<file path="src/rtl/router_pkg.sv">
// Package: shared constants for the mesh tile router.
// Assumes a five-port tile; port indices are fixed because routing depends on them.
package router_pkg;
    localparam int NPORT = 5;
    localparam int PW    = 3;
    localparam int P_N   = 0;
    localparam int P_S   = 1;
    localparam int P_E   = 2;
    localparam int P_W   = 3;
    localparam int P_L   = 4;
endpackage

</file>
<file path="src/rtl/rt_in_fifo.sv">
// Module: small receive queue for one input link.
// Assumes the upstream sender respects credits; a push into a full queue is refused.
module rt_in_fifo #(
    parameter int WIDTH = 32,
    parameter int DEPTH = 4
) (
    input  logic             clk,
    input  logic             rst_n,
    input  logic             push,
    input  logic [WIDTH-1:0] wdata,
    input  logic             pop,
    output logic [WIDTH-1:0] rdata,
    output logic             empty,
    output logic             full
);
    localparam int AW = (DEPTH > 1) ? $clog2(DEPTH) : 1;
    localparam int CW = $clog2(DEPTH + 1);

    logic [WIDTH-1:0] mem [DEPTH];
    logic [AW-1:0]    wr_ptr, rd_ptr;
    logic [CW-1:0]    count;
    logic             push_ok, pop_ok;

    assign empty   = (count == '0);
    assign full    = (count == CW'(DEPTH));
    assign push_ok = push && !full;
    assign pop_ok  = pop && !empty;
    assign rdata   = mem[rd_ptr];

    // Storage write: data array needs no reset.
    always_ff @(posedge clk) begin
        if (push_ok) mem[wr_ptr] <= wdata;
    end

    // Pointer and occupancy update.
    always_ff @(posedge clk) begin
        if (!rst_n) begin
            wr_ptr <= '0;
            rd_ptr <= '0;
            count  <= '0;
        end else begin
            if (push_ok) wr_ptr <= (wr_ptr == AW'(DEPTH - 1)) ? '0 : wr_ptr + 1'b1;
            if (pop_ok)  rd_ptr <= (rd_ptr == AW'(DEPTH - 1)) ? '0 : rd_ptr + 1'b1;
            case ({push_ok, pop_ok})
                2'b10:   count <= count + 1'b1;
                2'b01:   count <= count - 1'b1;
                default: count <= count;
            endcase
        end
    end
endmodule

</file>
<file path="src/rtl/rt_route_calc.sv">
// Module: dimension-ordered output choice for one header.
// Assumes column is resolved before row; one-hot result indexed by router_pkg ports.
module rt_route_calc
    import router_pkg::*;
#(
    parameter int COORD_W = 4,
    parameter int TILE_X  = 1,
    parameter int TILE_Y  = 1
) (
    input  logic [COORD_W-1:0] dst_x,
    input  logic [COORD_W-1:0] dst_y,
    output logic [NPORT-1:0]   dir
);
    localparam logic [COORD_W-1:0] HX = COORD_W'(TILE_X);
    localparam logic [COORD_W-1:0] HY = COORD_W'(TILE_Y);

    // Column first, then row, then deliver locally.
    always_comb begin
        dir = '0;
        if (dst_x > HX)      dir[P_E] = 1'b1;
        else if (dst_x < HX) dir[P_W] = 1'b1;
        else if (dst_y > HY) dir[P_S] = 1'b1;
        else if (dst_y < HY) dir[P_N] = 1'b1;
        else                 dir[P_L] = 1'b1;
    end
endmodule

</file>
<file path="src/rtl/rt_in_port.sv">
// Module: one input unit - queue, header tracking, route, protection drain, credit return.
// Assumes a word count of zero means the queue head is a header; body words
// are popped either by the owning output or by the drain path of a blocked packet.
module rt_in_port
    import router_pkg::*;
#(
    parameter int DATA_W  = 32,
    parameter int COORD_W = 4,
    parameter int LEN_W   = 8,
    parameter int DEPTH   = 4,
    parameter int TILE_X  = 1,
    parameter int TILE_Y  = 1
) (
    input  logic              clk,
    input  logic              rst_n,
    input  logic              lnk_valid,
    input  logic [DATA_W-1:0] lnk_data,
    input  logic [NPORT-1:0]  wall_en,
    input  logic              fwd_pop,
    output logic [DATA_W-1:0] head_data,
    output logic              has_word,
    output logic              hdr_req,
    output logic [NPORT-1:0]  route,
    output logic              wall_hit,
    output logic              credit_ret
);
    logic             empty, full;
    logic [LEN_W-1:0] rem_q;
    logic             drop_q;
    logic             head_is_hdr, walled, drain, pop;
    logic [LEN_W-1:0] hdr_len;

    rt_in_fifo #(.WIDTH(DATA_W), .DEPTH(DEPTH)) fifo_i (
        .clk   (clk),
        .rst_n (rst_n),
        .push  (lnk_valid),
        .wdata (lnk_data),
        .pop   (pop),
        .rdata (head_data),
        .empty (empty),
        .full  (full)
    );

    rt_route_calc #(.COORD_W(COORD_W), .TILE_X(TILE_X), .TILE_Y(TILE_Y)) route_i (
        .dst_x (head_data[LEN_W +: COORD_W]),
        .dst_y (head_data[LEN_W + COORD_W +: COORD_W]),
        .dir   (route)
    );

    assign has_word    = !empty;
    assign hdr_len     = head_data[LEN_W-1:0];
    assign head_is_hdr = has_word && (rem_q == '0);
    assign walled      = |(route & wall_en);
    assign hdr_req     = head_is_hdr && !walled;
    assign wall_hit    = head_is_hdr && walled;
    assign drain       = has_word && (wall_hit || drop_q);
    assign pop         = fwd_pop || drain;

    // Track words left in the current packet and whether it is being discarded.
    always_ff @(posedge clk) begin
        if (!rst_n) begin
            rem_q  <= '0;
            drop_q <= 1'b0;
        end else if (pop) begin
            if (rem_q == '0) begin
                rem_q  <= hdr_len;
                drop_q <= walled && (hdr_len != '0);
            end else begin
                rem_q <= rem_q - 1'b1;
                if (rem_q == LEN_W'(1)) drop_q <= 1'b0;
            end
        end
    end

    // One credit pulse upstream per word removed.
    always_ff @(posedge clk) begin
        if (!rst_n) credit_ret <= 1'b0;
        else        credit_ret <= pop;
    end
endmodule

</file>
<file path="src/rtl/rt_out_port.sv">
// Module: one output unit - round-robin header grant, wormhole lock, credit counter.
// Assumes at most one header grant per cycle; the lock lasts for the announced payload.
module rt_out_port
    import router_pkg::*;
#(
    parameter int DATA_W   = 32,
    parameter int LEN_W    = 8,
    parameter int CRED_MAX = 4
) (
    input  logic                          clk,
    input  logic                          rst_n,
    input  logic [NPORT-1:0]              req,
    input  logic [NPORT-1:0]              has_word,
    input  logic [NPORT-1:0][DATA_W-1:0]  head_data,
    input  logic                          lnk_credit,
    output logic [NPORT-1:0]              take,
    output logic                          lnk_valid,
    output logic [DATA_W-1:0]             lnk_data
);
    localparam int CRW = $clog2(CRED_MAX + 1);

    logic             locked_q;
    logic [PW-1:0]    owner_q, last_q, pick, sel;
    logic [LEN_W-1:0] rem_q, hdr_len;
    logic [CRW-1:0]   cred_q;
    logic             found, fire;
    int               cand;

    // Round-robin search starting after the last granted input.
    always_comb begin
        pick  = '0;
        found = 1'b0;
        cand  = 0;
        for (int k = 1; k <= NPORT; k++) begin
            cand = int'(last_q) + k;
            if (cand >= NPORT) cand = cand - NPORT;
            if (!found && req[cand]) begin
                found = 1'b1;
                pick  = PW'(cand);
            end
        end
    end

    assign sel     = locked_q ? owner_q : pick;
    assign hdr_len = head_data[sel][LEN_W-1:0];
    assign fire    = (cred_q != '0) && (locked_q ? has_word[owner_q] : found);

    // Pop strobe to the selected input.
    always_comb begin
        take = '0;
        if (fire) take[sel] = 1'b1;
    end

    // Lock, owner and payload countdown.
    always_ff @(posedge clk) begin
        if (!rst_n) begin
            locked_q <= 1'b0;
            owner_q  <= '0;
            last_q   <= PW'(NPORT - 1);
            rem_q    <= '0;
        end else if (fire) begin
            if (!locked_q) begin
                last_q <= sel;
                if (hdr_len != '0) begin
                    locked_q <= 1'b1;
                    owner_q  <= sel;
                    rem_q    <= hdr_len;
                end
            end else begin
                rem_q <= rem_q - 1'b1;
                if (rem_q == LEN_W'(1)) locked_q <= 1'b0;
            end
        end
    end

    // Downstream credit count.
    always_ff @(posedge clk) begin
        if (!rst_n) cred_q <= CRW'(CRED_MAX);
        else case ({fire, lnk_credit})
            2'b10:   cred_q <= cred_q - 1'b1;
            2'b01:   cred_q <= cred_q + 1'b1;
            default: cred_q <= cred_q;
        endcase
    end

    // Registered link output.
    always_ff @(posedge clk) begin
        if (!rst_n) begin
            lnk_valid <= 1'b0;
            lnk_data  <= '0;
        end else begin
            lnk_valid <= fire;
            if (fire) lnk_data <= head_data[sel];
        end
    end
endmodule

</file>
<file path="src/rtl/mesh_router.sv">
// Module: five-port mesh tile router, top level.
// Assumes neighbours have queues of FIFO_DEPTH words; interrupt is set on any blocked header.
module mesh_router
    import router_pkg::*;
#(
    parameter int DATA_W     = 32,
    parameter int COORD_W    = 4,
    parameter int LEN_W      = 8,
    parameter int FIFO_DEPTH = 4,
    parameter int TILE_X     = 1,
    parameter int TILE_Y     = 1
) (
    input  logic                         clk,
    input  logic                         rst_n,
    input  logic [NPORT-1:0]             rx_valid,
    input  logic [NPORT-1:0][DATA_W-1:0] rx_data,
    output logic [NPORT-1:0]             rx_credit,
    output logic [NPORT-1:0]             tx_valid,
    output logic [NPORT-1:0][DATA_W-1:0] tx_data,
    input  logic [NPORT-1:0]             tx_credit,
    input  logic [NPORT-1:0]             wall_en,
    input  logic                         irq_clear,
    output logic                         irq
);
    logic [NPORT-1:0][DATA_W-1:0] head_data;
    logic [NPORT-1:0]             has_word, hdr_req, wall_hit, fwd_pop;
    logic [NPORT-1:0][NPORT-1:0]  route;   // [input][output]
    logic [NPORT-1:0][NPORT-1:0]  req_m;   // [output][input]
    logic [NPORT-1:0][NPORT-1:0]  take_m;  // [output][input]
    logic                         irq_q;

    for (genvar i = 0; i < NPORT; i++) begin : gen_in
        rt_in_port #(
            .DATA_W(DATA_W), .COORD_W(COORD_W), .LEN_W(LEN_W),
            .DEPTH(FIFO_DEPTH), .TILE_X(TILE_X), .TILE_Y(TILE_Y)
        ) in_i (
            .clk        (clk),
            .rst_n      (rst_n),
            .lnk_valid  (rx_valid[i]),
            .lnk_data   (rx_data[i]),
            .wall_en    (wall_en),
            .fwd_pop    (fwd_pop[i]),
            .head_data  (head_data[i]),
            .has_word   (has_word[i]),
            .hdr_req    (hdr_req[i]),
            .route      (route[i]),
            .wall_hit   (wall_hit[i]),
            .credit_ret (rx_credit[i])
        );
    end

    // Cross the per-input route into per-output requests; gather pops per input.
    always_comb begin
        for (int o = 0; o < NPORT; o++)
            for (int i = 0; i < NPORT; i++)
                req_m[o][i] = hdr_req[i] && route[i][o];
        for (int i = 0; i < NPORT; i++) begin
            fwd_pop[i] = 1'b0;
            for (int o = 0; o < NPORT; o++) fwd_pop[i] = fwd_pop[i] | take_m[o][i];
        end
    end

    for (genvar o = 0; o < NPORT; o++) begin : gen_out
        rt_out_port #(.DATA_W(DATA_W), .LEN_W(LEN_W), .CRED_MAX(FIFO_DEPTH)) out_i (
            .clk        (clk),
            .rst_n      (rst_n),
            .req        (req_m[o]),
            .has_word   (has_word),
            .head_data  (head_data),
            .lnk_credit (tx_credit[o]),
            .take       (take_m[o]),
            .lnk_valid  (tx_valid[o]),
            .lnk_data   (tx_data[o])
        );
    end

    // Sticky interrupt: a blocked header sets it, software clear drops it.
    always_ff @(posedge clk) begin
        if (!rst_n)         irq_q <= 1'b0;
        else if (|wall_hit) irq_q <= 1'b1;
        else if (irq_clear) irq_q <= 1'b0;
    end

    assign irq = irq_q;
endmodule

</file>
<file path="config.mk">
export PLATFORM = sky130hd
export DESIGN_NAME = mesh_router
export DESIGN_NICKNAME = d
export VERILOG_FILES = /design/src/rtl/router_pkg.sv /design/src/rtl/rt_in_fifo.sv /design/src/rtl/rt_route_calc.sv /design/src/rtl/rt_in_port.sv /design/src/rtl/rt_out_port.sv /design/src/rtl/mesh_router.sv
export SDC_FILE = /design/constraint.sdc
export NUM_CORES = 2
export LEC_CHECK = 0
export BUFFER_PORTS_ARGS = -buffer_cell sky130_fd_sc_hd__buf_2
export CAP_MARGIN = 20
export CORE_UTILIZATION = 45
export DETAILED_ROUTE_END_ITERATION = 10
export GPL_TIMING_DRIVEN = 1
export PLACE_DENSITY = 0.62
export SYNTH_ARGS = -nofsm -noshare
export SYNTH_HDL_FRONTEND = slang
export SYNTH_SLANG_ARGS = --single-unit
</file>
<file path="constraint.sdc">
create_clock -name clk -period 7.3 [get_ports clk]
set_clock_uncertainty 0.1 [all_clocks]
set_input_delay 2.19 -clock clk [delete_from_list [all_inputs] [get_ports clk]]
set_output_delay 2.19 -clock clk [all_outputs]
set_load 0.01 [all_outputs]
</file>
==> results_dict.tcl <==
set metrics [dict create \
    status "finished clean" \
    slew_headroom 0.251 \
    postSynth.asyncResetShare 0 \
    regArea_sq_um 26300 \
    ir_drop_mv 0.355 \
    cts.sinks 991 \
    fin_crit_ns 6.96 \
    slowest_stage "or3_1" \
    hold-path-endpoint "gen_out[0].out_i.lnk_data[4]" \
    fin_util 0.521 \
    finalSetupViolCount 0 \
    rows 126 \
    viasPerCell 6.52 \
    worst_pin_slew_ns 1.12 \
    crit_path_cell_trace "mux4_2 -> or3_1 -> or3_1 -> nor4_2 -> a311oi_1 -> a2111o_1 -> a221oi_1 -> o31ai_4 -> nor4_1 -> a311oi_1 -> o311ai_2 -> ha_1 -> inv_1 -> fa_1 -> xor2_1 -> or3_1 -> a21oi_1" \
    cts_resized 0 \
    finalCritPeriodShare 0.953 \
    r2r_slack_ns 0.34 \
    vias 46682 \
    synth_cells 5147 \
    firstDrtPassIters 6 \
    final_cell_mix "edfxtp_1, nand2_1, nor2_1" \
    clk_latency_ns 0.76 \
    ant_nets 0 \
    port_buffers 348 \
    synthesis.area_sq_um 53600 \
    drive_gt1_frac 0.193 \
    dp_hpwl_mm 162 \
    drv_slew 0 \
    rsz0062_at_grt "no" \
    dpl_worst_slack_ns -0.0279 \
    detail_route.wirelength_mm 219 \
    hold_class "reg2reg" \
    path_class "reg2reg" \
    r2r_cells 17 \
    gp_congestion 1.05 \
    die_area_sq_um 121000 \
    hold_start "gen_out[0].out_i.lnk_data[4]" \
    core-area_sq_um 118000 \
    synth_top_family_by_area "simple AND/OR/NAND/NOR gates" \
    syn_to_final_growth_pct 14.8 \
    power_density_nw_per_um2 478 \
    start_kind "register" \
    cp_data_required_time_ns 7.87 \
    multi_input_area_sq_um 25600 \
    cts_buffer_depth 3 \
    layout_commonest_cell "edfxtp_1" \
    wire_per_inst_um 30.5 \
    cp-end-kind "register" \
    overflow 0 \
    ys.warnings.count 0 \
    synth_compound_area_frac 0.157 \
    whs_ns 0.356 \
    drc_errors 0 \
    synth_nets 5442 \
    path_max_fanout 13 \
    synth_simple_gate_area_frac 0.173 \
    rr_endpoint "gen_in[2].in_i.fifo_i.count[2]" \
    synthAdderAreaFrac 0.0294 \
    synth.area.mux_share 0.109 \
    synth-xor-area-share 0.00621 \
    postSynthAreaPerCell_sq_um 10.4 \
    grt_max_degree 102 \
    postCtsSetupBuffers 0 \
    grt_usage 0.355 \
    drt_iter0_markers 5437 \
    synth.distinct_cells 112 \
    grt_pass1_wl_mm 311 \
    finalHoldViolCount 0 \
    layout_setup_ws_ns 0.340 \
    arrival_ns 7.53 \
    whs_path_depth 2 \
    pin_count 349 \
    antenna_found_initial 13 \
    fp.dieW_um 347 \
    max_freq_mhz 144 \
    max_stage_delay_ns 0.77 \
    die_h_um 347 \
    synth_ff_type "edfxtp_1" \
    cts_tree "built" \
    cpMostUsedCell "or3_1" \
    path_clk_slew_ns 0.06 \
    grt_pass1_vias 44015 \
    design_area_sq_um 61600 \
    fin_nets 5830 \
    fillers 10470 \
    cts_hold_buf 0 \
    cap_violations 0 \
    clockRootBuffer "clkbuf_16" \
    cts_buffers 103 \
    leakage_nw 22.4 \
    cts_htree_levels 3 \
    ys_seq_area_frac 0.490 \
    post_dp_cell_area_sq_um 58200 \
    synth-seq-cells 991 \
    initial_core_util 0.454 \
    synth_edf_count 640 \
]
per-layer routing:
metal,track usage,share of wire,routed length (um),vias up
met5,0,0.00024,52,-
met4,0.223,0.071,15400,8
met3,0.0854,0.091,19800,724
met2,0.553,0.45,99100,2514
met1,0.443,0.38,84100,22927
li1,-,-,-,20509
logic make-up after synthesis:
| kind of cell | Yosys count |
|---|---|
| buffers and inverters | 484 |
| muxes | 374 |
| xor gates and xnor gates | 38 |
| and+or+nand+nor | 1917 |
| AOI/OAI and AO/OA | 1226 |
| adders and majority gates | 117 |
| DFF | 991 |
power by group:
group | switching (mW) | internal [mW] | total [mW]
clock network | 2.30 | 2.97 | 5.26
logic | 11.1 | 5.65 | 16.8
registers | 0.626 | 6.79 | 7.42
cell usage after synthesis, drive strengths merged, types with 30 or more instances:
| cell | number | area, sq um |
|---|---|---|
| ha | 102 | 1280 |
| nor4 | 70 | 478 |
| nand3 | 147 | 741 |
| and2 | 39 | 244 |
| nand4 | 48 | 300 |
| or3 | 57 | 357 |
| mux4 | 165 | 3720 |
| clkbuf | 253 | 950 |
| nand2b | 44 | 275 |
| nor2b | 38 | 238 |
| o22ai | 45 | 282 |
| a31oi | 83 | 519 |
| mux2 | 31 | 349 |
| o211ai | 35 | 263 |
| a211oi | 119 | 898 |
| nor2 | 463 | 1740 |
| a21oi | 278 | 1400 |
| dfxtp | 351 | 7030 |
| nor3 | 214 | 1100 |
| a221oi | 61 | 541 |
| a22oi | 30 | 225 |
| mux2i | 178 | 1780 |
| nand2 | 576 | 2160 |
| and3 | 84 | 526 |
| buf | 94 | 474 |
| inv | 131 | 492 |
| edfxtp | 640 | 19200 |
| o21ai | 234 | 1190 |
through the flow:
stage / power, mW / instances / setup TNS, ns
6_report: 29.4 / 7162 / 0
5_1_grt: 30.6 / 7160 / 0
4_1_cts: 28.9 / 7158 / 0
3_5_place_dp: 23.6 / 6966 / -0.0279
3_3_place_gp: 23.5 / 6965 / 0
2_1_floorplan: 17.3 / 5147 / 0
layout make-up:
cell class | count | area share
Sequential cell | 991 | 0.426
Timing Repair Buffer | 630 | 0.0629
Tap cell | 1536 | 0.0312
Inverter | 137 | 0.00848
Clock inverter | 59 | 0.00911
Multi-Input combinational cell | 3672 | 0.416
Antenna cell | 4 | 0.000163
Clock buffer | 133 | 0.0459
critical path, delay by kind of cell, from the launching register on:
kind / cells / cell delay (ns)
simple gates: 5 / 2.86
compound gates: 7 / 1.74
mux: 1 / 0.74
flops: 1 / 0.62
fa+ha+maj: 2 / 0.60
xor+xnor: 1 / 0.16
buf+inv: 1 / 0.06
sequential cells by signal, summed over array words and instances, names as in the netlist, named ones only:
signal,count
gen_in.in_i.rem_q,40
gen_out.out_i.last_q,15
irq,1
gen_in.in_i.drop_q,5
gen_out.out_i.locked_q,5
gen_in.in_i.fifo_i.count,15
gen_out.out_i.lnk_data,160
gen_out.out_i.lnk_valid,5
gen_in.in_i.fifo_i.rd_ptr,10
gen_in.in_i.fifo_i.mem,640
gen_out.out_i.rem_q,40
gen_in.in_i.fifo_i.wr_ptr,10
gen_out.out_i.owner_q,15
gen_out.out_i.cred_q,15
gen_in.in_i.credit_ret,5
how the worst max path moves through the flow:
| stage | start | depth (start not counted) | end | slack, ns |
|---|---|---|---|---|
| final | register | 17 | gen_in[2].in_i.fifo_i.count[2] | 0.34 |
| after global routing | register | 17 | gen_in[2].in_i.fifo_i.count[2] | 0.16 |
| after CTS | register | 17 | gen_in[2].in_i.fifo_i.count[2] | 0.48 |
| after detailed placement | wall_en[1] | 18 | gen_in[2].in_i.fifo_i.count[2] | -0.03 |
| after global placement | wall_en[1] | 18 | gen_in[2].in_i.fifo_i.count[2] | 0.03 |
| after floorplan | wall_en[4] | 20 | gen_in[4].in_i.fifo_i.count[2] | 0.44 |
Power figures use the tool's default switching activity.
